$ cat src/rtl/clus_dma_pkg.sv
package clus_dma_pkg;
  typedef enum logic [2:0] {
    ST_IDLE,
    ST_REQ,
    ST_RD,
    ST_WR,
    ST_REL
  } seq_st_e;

  localparam logic [1:0] REG_SRC = 2'd0;
  localparam logic [1:0] REG_DST = 2'd1;
  localparam logic [1:0] REG_CNT = 2'd2;
  localparam logic [1:0] REG_CTL = 2'd3;

  localparam int CTL_START = 0;
  localparam int CTL_ENDEN = 1;
  localparam int CTL_LEN   = 4;
  localparam int CTL_BUSY  = 8;
endpackage

$ cat src/rtl/clus_dma_regs.sv
module clus_dma_regs
  import clus_dma_pkg::*;
#(
  parameter int ADDR_W = 32,
  parameter int DATA_W = 32,
  parameter int CNT_W  = 16,
  parameter int IDX_W  = 3
) (
  input  logic              clk_i,
  input  logic              rst_ni,
  input  logic              we_i,
  input  logic [1:0]        addr_i,
  input  logic [DATA_W-1:0] wdata_i,
  output logic [DATA_W-1:0] rdata_o,
  input  logic              busy_i,
  input  logic              wb_i,
  input  logic [ADDR_W-1:0] wb_src_i,
  input  logic [ADDR_W-1:0] wb_dst_i,
  input  logic [CNT_W-1:0]  wb_cnt_i,
  output logic [ADDR_W-1:0] src_o,
  output logic [ADDR_W-1:0] dst_o,
  output logic [CNT_W-1:0]  cnt_o,
  output logic [IDX_W-1:0]  len_m1_o,
  output logic              end_en_o,
  output logic              start_o
);
  logic [ADDR_W-1:0] src_q, dst_q;
  logic [CNT_W-1:0]  cnt_q;
  logic [IDX_W-1:0]  len_q;
  logic              end_en_q;
  logic              cfg_wr;

  assign cfg_wr  = we_i && !busy_i;
  assign start_o = cfg_wr && (addr_i == REG_CTL) && wdata_i[CTL_START] && (cnt_q != '0);

  always_ff @(posedge clk_i or negedge rst_ni) begin
    if (!rst_ni) begin
      src_q    <= '0;
      dst_q    <= '0;
      cnt_q    <= '0;
      len_q    <= '0;
      end_en_q <= 1'b0;
    end else if (wb_i) begin
      src_q <= wb_src_i;
      dst_q <= wb_dst_i;
      cnt_q <= wb_cnt_i;
    end else if (cfg_wr) begin
      unique case (addr_i)
        REG_SRC: src_q <= wdata_i[ADDR_W-1:0];
        REG_DST: dst_q <= wdata_i[ADDR_W-1:0];
        REG_CNT: cnt_q <= wdata_i[CNT_W-1:0];
        default: begin
          len_q    <= wdata_i[CTL_LEN +: IDX_W];
          end_en_q <= wdata_i[CTL_ENDEN];
        end
      endcase
    end
  end

  always_comb begin
    rdata_o = '0;
    unique case (addr_i)
      REG_SRC: rdata_o = DATA_W'(src_q);
      REG_DST: rdata_o = DATA_W'(dst_q);
      REG_CNT: rdata_o = DATA_W'(cnt_q);
      default: begin
        rdata_o[CTL_ENDEN]         = end_en_q;
        rdata_o[CTL_LEN +: IDX_W]  = len_q;
        rdata_o[CTL_BUSY]          = busy_i;
      end
    endcase
  end

  assign src_o    = src_q;
  assign dst_o    = dst_q;
  assign cnt_o    = cnt_q;
  assign len_m1_o = len_q;
  assign end_en_o = end_en_q;
endmodule

$ cat src/rtl/clus_dma_buf.sv
module clus_dma_buf #(
  parameter int DATA_W = 32,
  parameter int DEPTH  = 8,
  parameter int IDX_W  = 3
) (
  input  logic              clk_i,
  input  logic              we_i,
  input  logic [IDX_W-1:0]  idx_i,
  input  logic [DATA_W-1:0] wdata_i,
  output logic [DATA_W-1:0] rdata_o
);
  logic [DATA_W-1:0] ent_q [DEPTH];

  for (genvar i = 0; i < DEPTH; i++) begin : g_ent
    always_ff @(posedge clk_i) begin
      if (we_i && (idx_i == IDX_W'(i))) ent_q[i] <= wdata_i;
    end
  end

  assign rdata_o = ent_q[idx_i];
endmodule

$ cat src/rtl/clus_dma_seq.sv
module clus_dma_seq
  import clus_dma_pkg::*;
#(
  parameter int ADDR_W = 32,
  parameter int CNT_W  = 16,
  parameter int IDX_W  = 3,
  parameter int BYTES  = 4
) (
  input  logic              clk_i,
  input  logic              rst_ni,
  input  logic              start_i,
  input  logic [ADDR_W-1:0] src_i,
  input  logic [ADDR_W-1:0] dst_i,
  input  logic [CNT_W-1:0]  cnt_i,
  input  logic [IDX_W-1:0]  len_m1_i,
  input  logic              end_en_i,
  input  logic              gnt_i,
  input  logic              ack_i,
  output logic              busy_o,
  output logic              req_o,
  output logic              lock_o,
  output logic              rd_o,
  output logic              wr_o,
  output logic [ADDR_W-1:0] addr_o,
  output logic              end_o,
  output logic [IDX_W-1:0]  beat_o,
  output logic              buf_we_o,
  output logic              wb_o,
  output logic [ADDR_W-1:0] wb_src_o,
  output logic [ADDR_W-1:0] wb_dst_o,
  output logic [CNT_W-1:0]  wb_cnt_o
);
  localparam logic [ADDR_W-1:0] STEP = ADDR_W'(BYTES);

  seq_st_e           st_q, st_d;
  logic [IDX_W-1:0]  beat_q;
  logic [ADDR_W-1:0] sptr_q, dptr_q;
  logic              last_beat, last_clus;

  assign last_beat = (beat_q == len_m1_i);
  assign last_clus = (cnt_i == CNT_W'(1));

  assign busy_o   = (st_q != ST_IDLE);
  assign req_o    = (st_q == ST_REQ) || (st_q == ST_RD) || (st_q == ST_WR);
  assign lock_o   = (st_q == ST_RD) || (st_q == ST_WR);
  assign rd_o     = (st_q == ST_RD);
  assign wr_o     = (st_q == ST_WR);
  assign addr_o   = rd_o ? sptr_q : dptr_q;
  assign end_o    = wr_o && last_beat && last_clus && end_en_i;
  assign beat_o   = beat_q;
  assign buf_we_o = rd_o && ack_i;
  assign wb_o     = wr_o && ack_i && last_beat;
  assign wb_src_o = sptr_q;
  assign wb_dst_o = dptr_q + STEP;
  assign wb_cnt_o = cnt_i - CNT_W'(1);

  always_comb begin
    st_d = st_q;
    unique case (st_q)
      ST_IDLE: if (start_i) st_d = ST_REQ;
      ST_REQ:  if (gnt_i) st_d = ST_RD;
      ST_RD:   if (ack_i && last_beat) st_d = ST_WR;
      ST_WR:   if (ack_i && last_beat) st_d = last_clus ? ST_IDLE : ST_REL;
      ST_REL:  st_d = ST_REQ;
      default: st_d = ST_IDLE;
    endcase
  end

  always_ff @(posedge clk_i or negedge rst_ni) begin
    if (!rst_ni) begin
      st_q   <= ST_IDLE;
      beat_q <= '0;
      sptr_q <= '0;
      dptr_q <= '0;
    end else begin
      st_q <= st_d;
      unique case (st_q)
        ST_REQ: begin
          // pointers reload from the written-back registers each cluster
          sptr_q <= src_i;
          dptr_q <= dst_i;
          beat_q <= '0;
        end
        ST_RD: if (ack_i) begin
          sptr_q <= sptr_q + STEP;
          beat_q <= last_beat ? '0 : beat_q + 1'b1;
        end
        ST_WR: if (ack_i) begin
          dptr_q <= dptr_q + STEP;
          beat_q <= last_beat ? '0 : beat_q + 1'b1;
        end
        default: ;
      endcase
    end
  end
endmodule

$ cat src/rtl/clus_dma.sv
module clus_dma
  import clus_dma_pkg::*;
#(
  parameter int ADDR_W         = 32,
  parameter int DATA_W         = 32,
  parameter int CNT_W          = 16,
  parameter int MAX_CLUS_BYTES = 32
) (
  input  logic              clk_i,
  input  logic              rst_ni,
  input  logic              cfg_we_i,
  input  logic [1:0]        cfg_addr_i,
  input  logic [DATA_W-1:0] cfg_wdata_i,
  output logic [DATA_W-1:0] cfg_rdata_o,
  output logic              bus_req_o,
  input  logic              bus_gnt_i,
  output logic              bus_lock_o,
  output logic [ADDR_W-1:0] mem_addr_o,
  output logic              mem_rd_o,
  output logic              mem_wr_o,
  output logic [DATA_W-1:0] mem_wdata_o,
  input  logic [DATA_W-1:0] mem_rdata_i,
  input  logic              mem_ack_i,
  output logic              end_pulse_o
);
  localparam int BYTES = DATA_W / 8;
  localparam int DEPTH = MAX_CLUS_BYTES / BYTES;
  localparam int IDX_W = (DEPTH > 1) ? $clog2(DEPTH) : 1;

  logic              busy, start, wb, buf_we, end_en;
  logic [ADDR_W-1:0] src, dst, wb_src, wb_dst;
  logic [CNT_W-1:0]  cnt, wb_cnt;
  logic [IDX_W-1:0]  len_m1, beat;

  clus_dma_regs #(
    .ADDR_W(ADDR_W), .DATA_W(DATA_W), .CNT_W(CNT_W), .IDX_W(IDX_W)
  ) u_regs (
    .clk_i    (clk_i),
    .rst_ni   (rst_ni),
    .we_i     (cfg_we_i),
    .addr_i   (cfg_addr_i),
    .wdata_i  (cfg_wdata_i),
    .rdata_o  (cfg_rdata_o),
    .busy_i   (busy),
    .wb_i     (wb),
    .wb_src_i (wb_src),
    .wb_dst_i (wb_dst),
    .wb_cnt_i (wb_cnt),
    .src_o    (src),
    .dst_o    (dst),
    .cnt_o    (cnt),
    .len_m1_o (len_m1),
    .end_en_o (end_en),
    .start_o  (start)
  );

  clus_dma_seq #(
    .ADDR_W(ADDR_W), .CNT_W(CNT_W), .IDX_W(IDX_W), .BYTES(BYTES)
  ) u_seq (
    .clk_i    (clk_i),
    .rst_ni   (rst_ni),
    .start_i  (start),
    .src_i    (src),
    .dst_i    (dst),
    .cnt_i    (cnt),
    .len_m1_i (len_m1),
    .end_en_i (end_en),
    .gnt_i    (bus_gnt_i),
    .ack_i    (mem_ack_i),
    .busy_o   (busy),
    .req_o    (bus_req_o),
    .lock_o   (bus_lock_o),
    .rd_o     (mem_rd_o),
    .wr_o     (mem_wr_o),
    .addr_o   (mem_addr_o),
    .end_o    (end_pulse_o),
    .beat_o   (beat),
    .buf_we_o (buf_we),
    .wb_o     (wb),
    .wb_src_o (wb_src),
    .wb_dst_o (wb_dst),
    .wb_cnt_o (wb_cnt)
  );

  clus_dma_buf #(
    .DATA_W(DATA_W), .DEPTH(DEPTH), .IDX_W(IDX_W)
  ) u_buf (
    .clk_i   (clk_i),
    .we_i    (buf_we),
    .idx_i   (beat),
    .wdata_i (mem_rdata_i),
    .rdata_o (mem_wdata_o)
  );
endmodule

$ cat config.mk
export PLATFORM = sky130hd
export DESIGN_NAME = clus_dma
export DESIGN_NICKNAME = d
export VERILOG_FILES = /design/src/rtl/clus_dma_pkg.sv /design/src/rtl/clus_dma_regs.sv /design/src/rtl/clus_dma_buf.sv /design/src/rtl/clus_dma_seq.sv /design/src/rtl/clus_dma.sv
export SDC_FILE = /design/constraint.sdc
export NUM_CORES = 1
export LEC_CHECK = 0
export BUFFER_PORTS_ARGS = -buffer_cell sky130_fd_sc_hd__buf_4
export CORE_MARGIN = 10
export CORE_UTILIZATION = 65
export DETAILED_ROUTE_END_ITERATION = 7
export GPL_ROUTABILITY_DRIVEN = 0
export HOLD_SLACK_MARGIN = 0.08
export PLACE_DENSITY = 0.85
export SLEW_MARGIN = 10
export SYNTH_ARGS = -nofsm -noshare
export SYNTH_HDL_FRONTEND = slang
export SYNTH_HIERARCHICAL = 1
export SYNTH_SLANG_ARGS = --single-unit
$ cat constraint.sdc
create_clock -name clk_i -period 7.3 [get_ports clk_i]
set_clock_uncertainty 0.2 [all_clocks]
set_input_delay 0.73 -clock clk_i [delete_from_list [all_inputs] [get_ports clk_i]]
set_output_delay 0.73 -clock clk_i [all_outputs]
set_load 0.02 [all_outputs]
### Word-level counts from Yosys, hierarchy flattened

Memories as Yosys holds them, arrays and structs flattened.
Cells that the tools add are included.

* logic and storage cells: 158
* output and inout bits: 101
* bits of input ports: 71
* RAM bits: 256
* memories: 1
* flip-flop bits (word level): 154

Memory list
* u_buf.ent_q: words 8, width 32, read ports 1, clocked after memory_dff 0, write ports 1, RTL line clus_dma_buf.sv:12 `logic [DATA_W-1:0] ent_q [DEPTH];`

* add/subtract/negate cells: 4
* reduce and logical (&&, ||, !) cells: 52
* equal/unequal tests: 23
* muxes and demuxes: 67
* bitwise gates (word level): 2

Operator list (count)
* $mux 32: 16
* $reduce_or 32->1: 7
* $pmux 32 s2: 2
* $pmux 23 s3: 1
* $add 32x3->32 const B: 2
* $mux 16: 3
* $mux 3: 14
* $mux 1: 23
* $logic_and 1x1->1: 19
* $eq 16x1->1 const B: 1
* $reduce_bool 16->1: 1
* $sub 16x1->16 const B: 1
* $eq 3x3->1 const B: 5
* $pmux 3 s5: 1
* $reduce_bool 2->1: 7
* $eq 3x2->1 const B: 4
* $ne 2x2->1 const B: 6
* $pmux 1 s3: 4
* $reduce_and 2->1: 6
* $pmux 3 s3: 1
* $eq 3x1->1 const B: 2
* $logic_not 3->1: 2
* $pmux 2 s3: 1
* $pmux 3 s2: 1
* 14 further kinds: 18

### Logic depth before layout (Yosys ltp)

* depth after elaboration: 13
* mapped depth: 10
* depth with buffers taken out: 8

### By module

The synthesis kept the hierarchy.

By module, submodules not included
* clus_dma_buf: cells an instance 470, sequential area each 7687.4 µm², area each 9843.2 µm², instances 1
* clus_dma_seq: cells an instance 721, sequential area each 1751.7 µm², area each 5338.9 µm², instances 1
* clus_dma_regs: cells an instance 448, sequential area each 2102.0 µm², area each 4530.6 µm², instances 1

### Worst setup path after synthesis

OpenSTA, ideal clock, no wires.

* path type: input to register
* from: input mem_ack_i
* to: memory u_buf.ent_q[2][0], enable pin
* setup time: 468 ps
* slack: 2770 ps
* buffers on the path: 2
* cell stages on the path: 5
* data required time: 6632 ps
* arrival: 3862 ps
* path through: clkbuf_1 and2_1 clkbuf_1 nand2b_1 nor3b_1

* cells in the longest elaborated chain, start to end: 12
* elaborated cells between the ends (all ways): 46
* classes of those cells: mux (30); reduce/logical (16)

Ends and longest elaborated chain
* start: declaration: RTL line clus_dma.sv:23 `input logic mem_ack_i,`
* $logic_and 1x1->1 (*): RTL line clus_dma_seq.sv:51 `assign buf_we_o = rd_o && ack_i;`
* named net buf_we: RTL line clus_dma.sv:30 `logic busy, start, wb, buf_we, end_en;`
* $logic_and 1x1->1: RTL line clus_dma_buf.sv:16 `if (we_i && (idx_i == IDX_W'(i))) ent_q[i] <= wdata_i;`
* $mux 1: RTL line clus_dma_buf.sv:16
* $mux 1 (not written as such): RTL line clus_dma_buf.sv:16
* $reduce_or 32->1 (no source line)
* $mux 3 (no source line) / $mux 1 (equally long branches) (7 in series)
* end: declaration: RTL line clus_dma_buf.sv:12

The timed path passes the listed nets; every way through them passes the cells marked *.

### Final worst setup path

* from: register u_seq.beat_q[1], in the netlist u_seq/beat_o[1]
* to: output mem_wdata_o[18]

* cells in the longest elaborated chain, start to end: 1

Ends and longest elaborated chain
* start: declaration: RTL line clus_dma_seq.sv:36 `logic [IDX_W-1:0] beat_q;`
* start signal: assignment: RTL line clus_dma_seq.sv:86 `beat_q <= last_beat ? '0 : beat_q + 1'b1;`
* start signal: assignment: RTL line clus_dma_seq.sv:90 `beat_q <= last_beat ? '0 : beat_q + 1'b1;`
* $mem_v2 8x32
* end: declaration: RTL line clus_dma.sv:21 `output logic [DATA_W-1:0] mem_wdata_o,`

Every way passes these cells.

==> flow_summary.json <==
{
  "drt_pass1_iterations": 5,
  "syn-cell-area_um2": 19700,
  "postCtsHoldBufs": 0,
  "setup_tns_ps": 0,
  "clockBufferDepth": 3,
  "numCtsBuffers": 42,
  "drt_iter0_drc": 1556,
  "cts_num_sinks": 410,
  "antenna_found_initial": 1,
  "synth_top_area_share_pct": 39.0,
  "r2r_start": "u_seq/st_q[1]$_DFFE_PN0P_",
  "wl_um": 52700,
  "r2r_slack_ps": 3240,
  "path_max_fanout": 44,
  "ant_nets": 0,
  "synthCells": 1639,
  "finalNetCount": 1829,
  "max_freq_mhz": 217,
  "cpMostUsedCell": "buf_4",
  "area.sequential_um2": 11500,
  "cts_resized": 0,
  "critPathCaptureType": "primary output",
  "grt_overflow": 0,
  "stdcell_count": 2176,
  "ir_drop_mv": 0.398,
  "power_density_nw_per_um2": 422,
  "grt_pass1_wl_um": 83000,
  "r2r-end": "u_seq/wb_src_o[17]$_DFFE_PN0P_",
  "start_kind": "register",
  "postSynth.asyncResetShare_pct": 37.6,
  "synth_nets": 1715,
  "yosysWarnings": 6,
  "synth-seq-cells": 410,
  "yosys-top-cells-area": "edfxtp_1, dfrtp_1, mux2i_1",
  "io_pins": 172,
  "p_leak_nw": 8.47,
  "placedCellCount": 2099,
  "design.core.area_um2": 29800,
  "status": "finished clean",
  "clock_latency_ps": 550,
  "area_growth_pct": 13.9,
  "fin_util_pct": 75.4,
  "dp_hpwl_um": 32800,
  "slowest_delay_ps": 990,
  "die_w_um": 194,
  "final_cell_mix": "edfxtp_1, nand2_1, buf_4",
  "cts_root_buffer": "clkbuf_16",
  "r2r_cells": 8,
  "crit_type": "reg2out",
  "multi_input_area_um2": 7560,
  "layout_commonest_cell": "edfxtp_1",
  "grt_max_degree": 103,
  "synth-edff-count": 256,
  "htree_levels": 2,
  "hold_viol_final": 0,
  "fin_crit_ps": 4610,
  "grt_use_total_pct": 27.2,
  "drv_slew": 0,
  "vias": 14400,
  "min_period_over_period_pct": 63.2,
  "crit_required_ps": 6370,
  "rsz0062_at_grt": "no",
  "drv_cap": 0,
  "relSlewSlack_pct": 21.3,
  "worst-path-buf-inv": 2,
  "setup-violations-final": 0,
  "critPathTopFamily": "simple AND/OR/NAND/NOR gates",
  "seq_area_frac_synth_pct": 58.5,
  "path_clk_slew_ps": 60,
  "die-area_um2": 37700,
  "drc": 0,
  "die_h_um": 194,
  "routedWlPerCell_um": 24.2,
  "cp_slowest_cell": "nor2b_1",
  "start_util_pct": 66.2,
  "avgSynthCellArea_um2": 12.0,
  "rows": 63,
  "critPathArrivalTime_ps": 3680,
  "worstMarginPinSlew_ps": 1180,
  "hp-class": "in2async",
  "vias_per_cell": 6.63,
  "cp_cell_sequence": "buf_4 -> nor2b_1 -> a22oi_1 -> o221a_2 -> buf_4",
  "grt_pass1_vias": 14600,
  "fill_cells": 1908,
  "synth_flop_cell": "edfxtp_1",
  "post_cts_buffers": 0,
  "drive_gt1_share_pct": 18.4,
  "tritoncts": "done",
  "synth_area_leader_cell": "edfxtp_1",
  "io_buffers": 171,
  "synth.distinct_cells": 72
}
-- per-stage QoR --
step	hold WS (ps)	area, um2	setup WS [ps]	total power [mW]
after global placement	275	21100	3470	7.18
after floorplan	234	19700	2770	5.97
after detailed placement	285	21100	3340	7.31
after CTS	125	22500	2720	9.47
after global routing	170	22500	2600	9.96
final	81.5	22500	2690	9.48
-- synth_stat cells (14+ instances only) --
cell       count
a21oi_1       49
a22oi_1       14
a2bb2oi_1     17
and3_1        16
buf_2         21
clkbuf_1      71
dfrtp_1      154
edfxtp_1     256
mux2_2        26
mux2i_1      151
mux4_1        14
mux4_2        15
nand2_1      255
nand3_1       39
nand4_1       20
nor2_1        61
nor3_1        25
nor3b_1       14
o21ai_0       90
o21ai_1       48
o22ai_1       17
xnor2_1       23
xor2_1        22
-- sequential cells by signal (all words and copies together) (netlist names) --
name / cells
u_buf/ent_q: 256
u_regs/cnt_o: 16
u_regs/dst_o: 32
u_regs/end_en_o: 1
u_regs/len_m1_o: 3
u_regs/src_o: 32
u_seq/beat_o: 3
u_seq/dptr_q: 32
u_seq/st_q: 3
u_seq/wb_src_o: 32
-- per-layer routing --
| layer | track usage (%) | wire length, um | vias to the layer above |
|---|---|---|---|
| met5 | 0 | 0 | - |
| met4 | 10.0 | 1830 | 0 |
| met3 | 5.48 | 4580 | 138 |
| met2 | 45.4 | 26200 | 843 |
| met1 | 34.4 | 20100 | 7078 |
| li1 | - | - | 6368 |
-- power by group --
part / switching, mW / internal [mW] / total (mW) / leakage, nW
clock network: 0.890 / 1.23 / 2.12 / 0.659
registers: 0.676 / 3.01 / 3.69 / 4.23
logic: 2.17 / 1.50 / 3.68 / 3.58
total: 3.74 / 5.74 / 9.48 / 8.47
-- worst max path at each step --
stage | from | to | cells after the start
6_report | u_seq/beat_o[1]$_DFFE_PN0P_ | mem_wdata_o[18] | 5
5_1_grt | u_seq/beat_o[1]$_DFFE_PN0P_ | mem_wdata_o[18] | 5
4_1_cts | u_seq/beat_o[1]$_DFFE_PN0P_ | mem_wdata_o[18] | 5
3_5_place_dp | u_seq/beat_o[1]$_DFFE_PN0P_ | mem_wdata_o[26] | 5
3_3_place_gp | u_seq/beat_o[1]$_DFFE_PN0P_ | mem_wdata_o[26] | 5
2_1_floorplan | mem_ack_i | u_buf/ent_q[2][0]$_DFFE_PP_ | 5
-- area by class of cell --
cell class              count  share of cell area, %
inverters                  15                  0.251
multi-input cells        1093                   33.7
well taps                 390                   2.17
repair buffers            191                   6.40
flip-flops and latches    410                   51.4
clock inverters            16                  0.853
clock buffers              60                   5.21
diodes                      1                 0.0111
-- cell families (layout without fill, tap and decap cells) --
family	after synthesis	in the layout	synth area share, %
AOI/OAI and AO/OA	330	330	10.8
muxes	206	206	12.7
buffers and inverters	136	282	3.41
xor gates and xnor gates	45	45	2.00
DFF	410	410	58.5
other	0	1	0
adders and majority gates	5	5	0.317
and+or+nand+nor	507	507	12.2
Note: power is estimated with default switching activity, not from simulation.
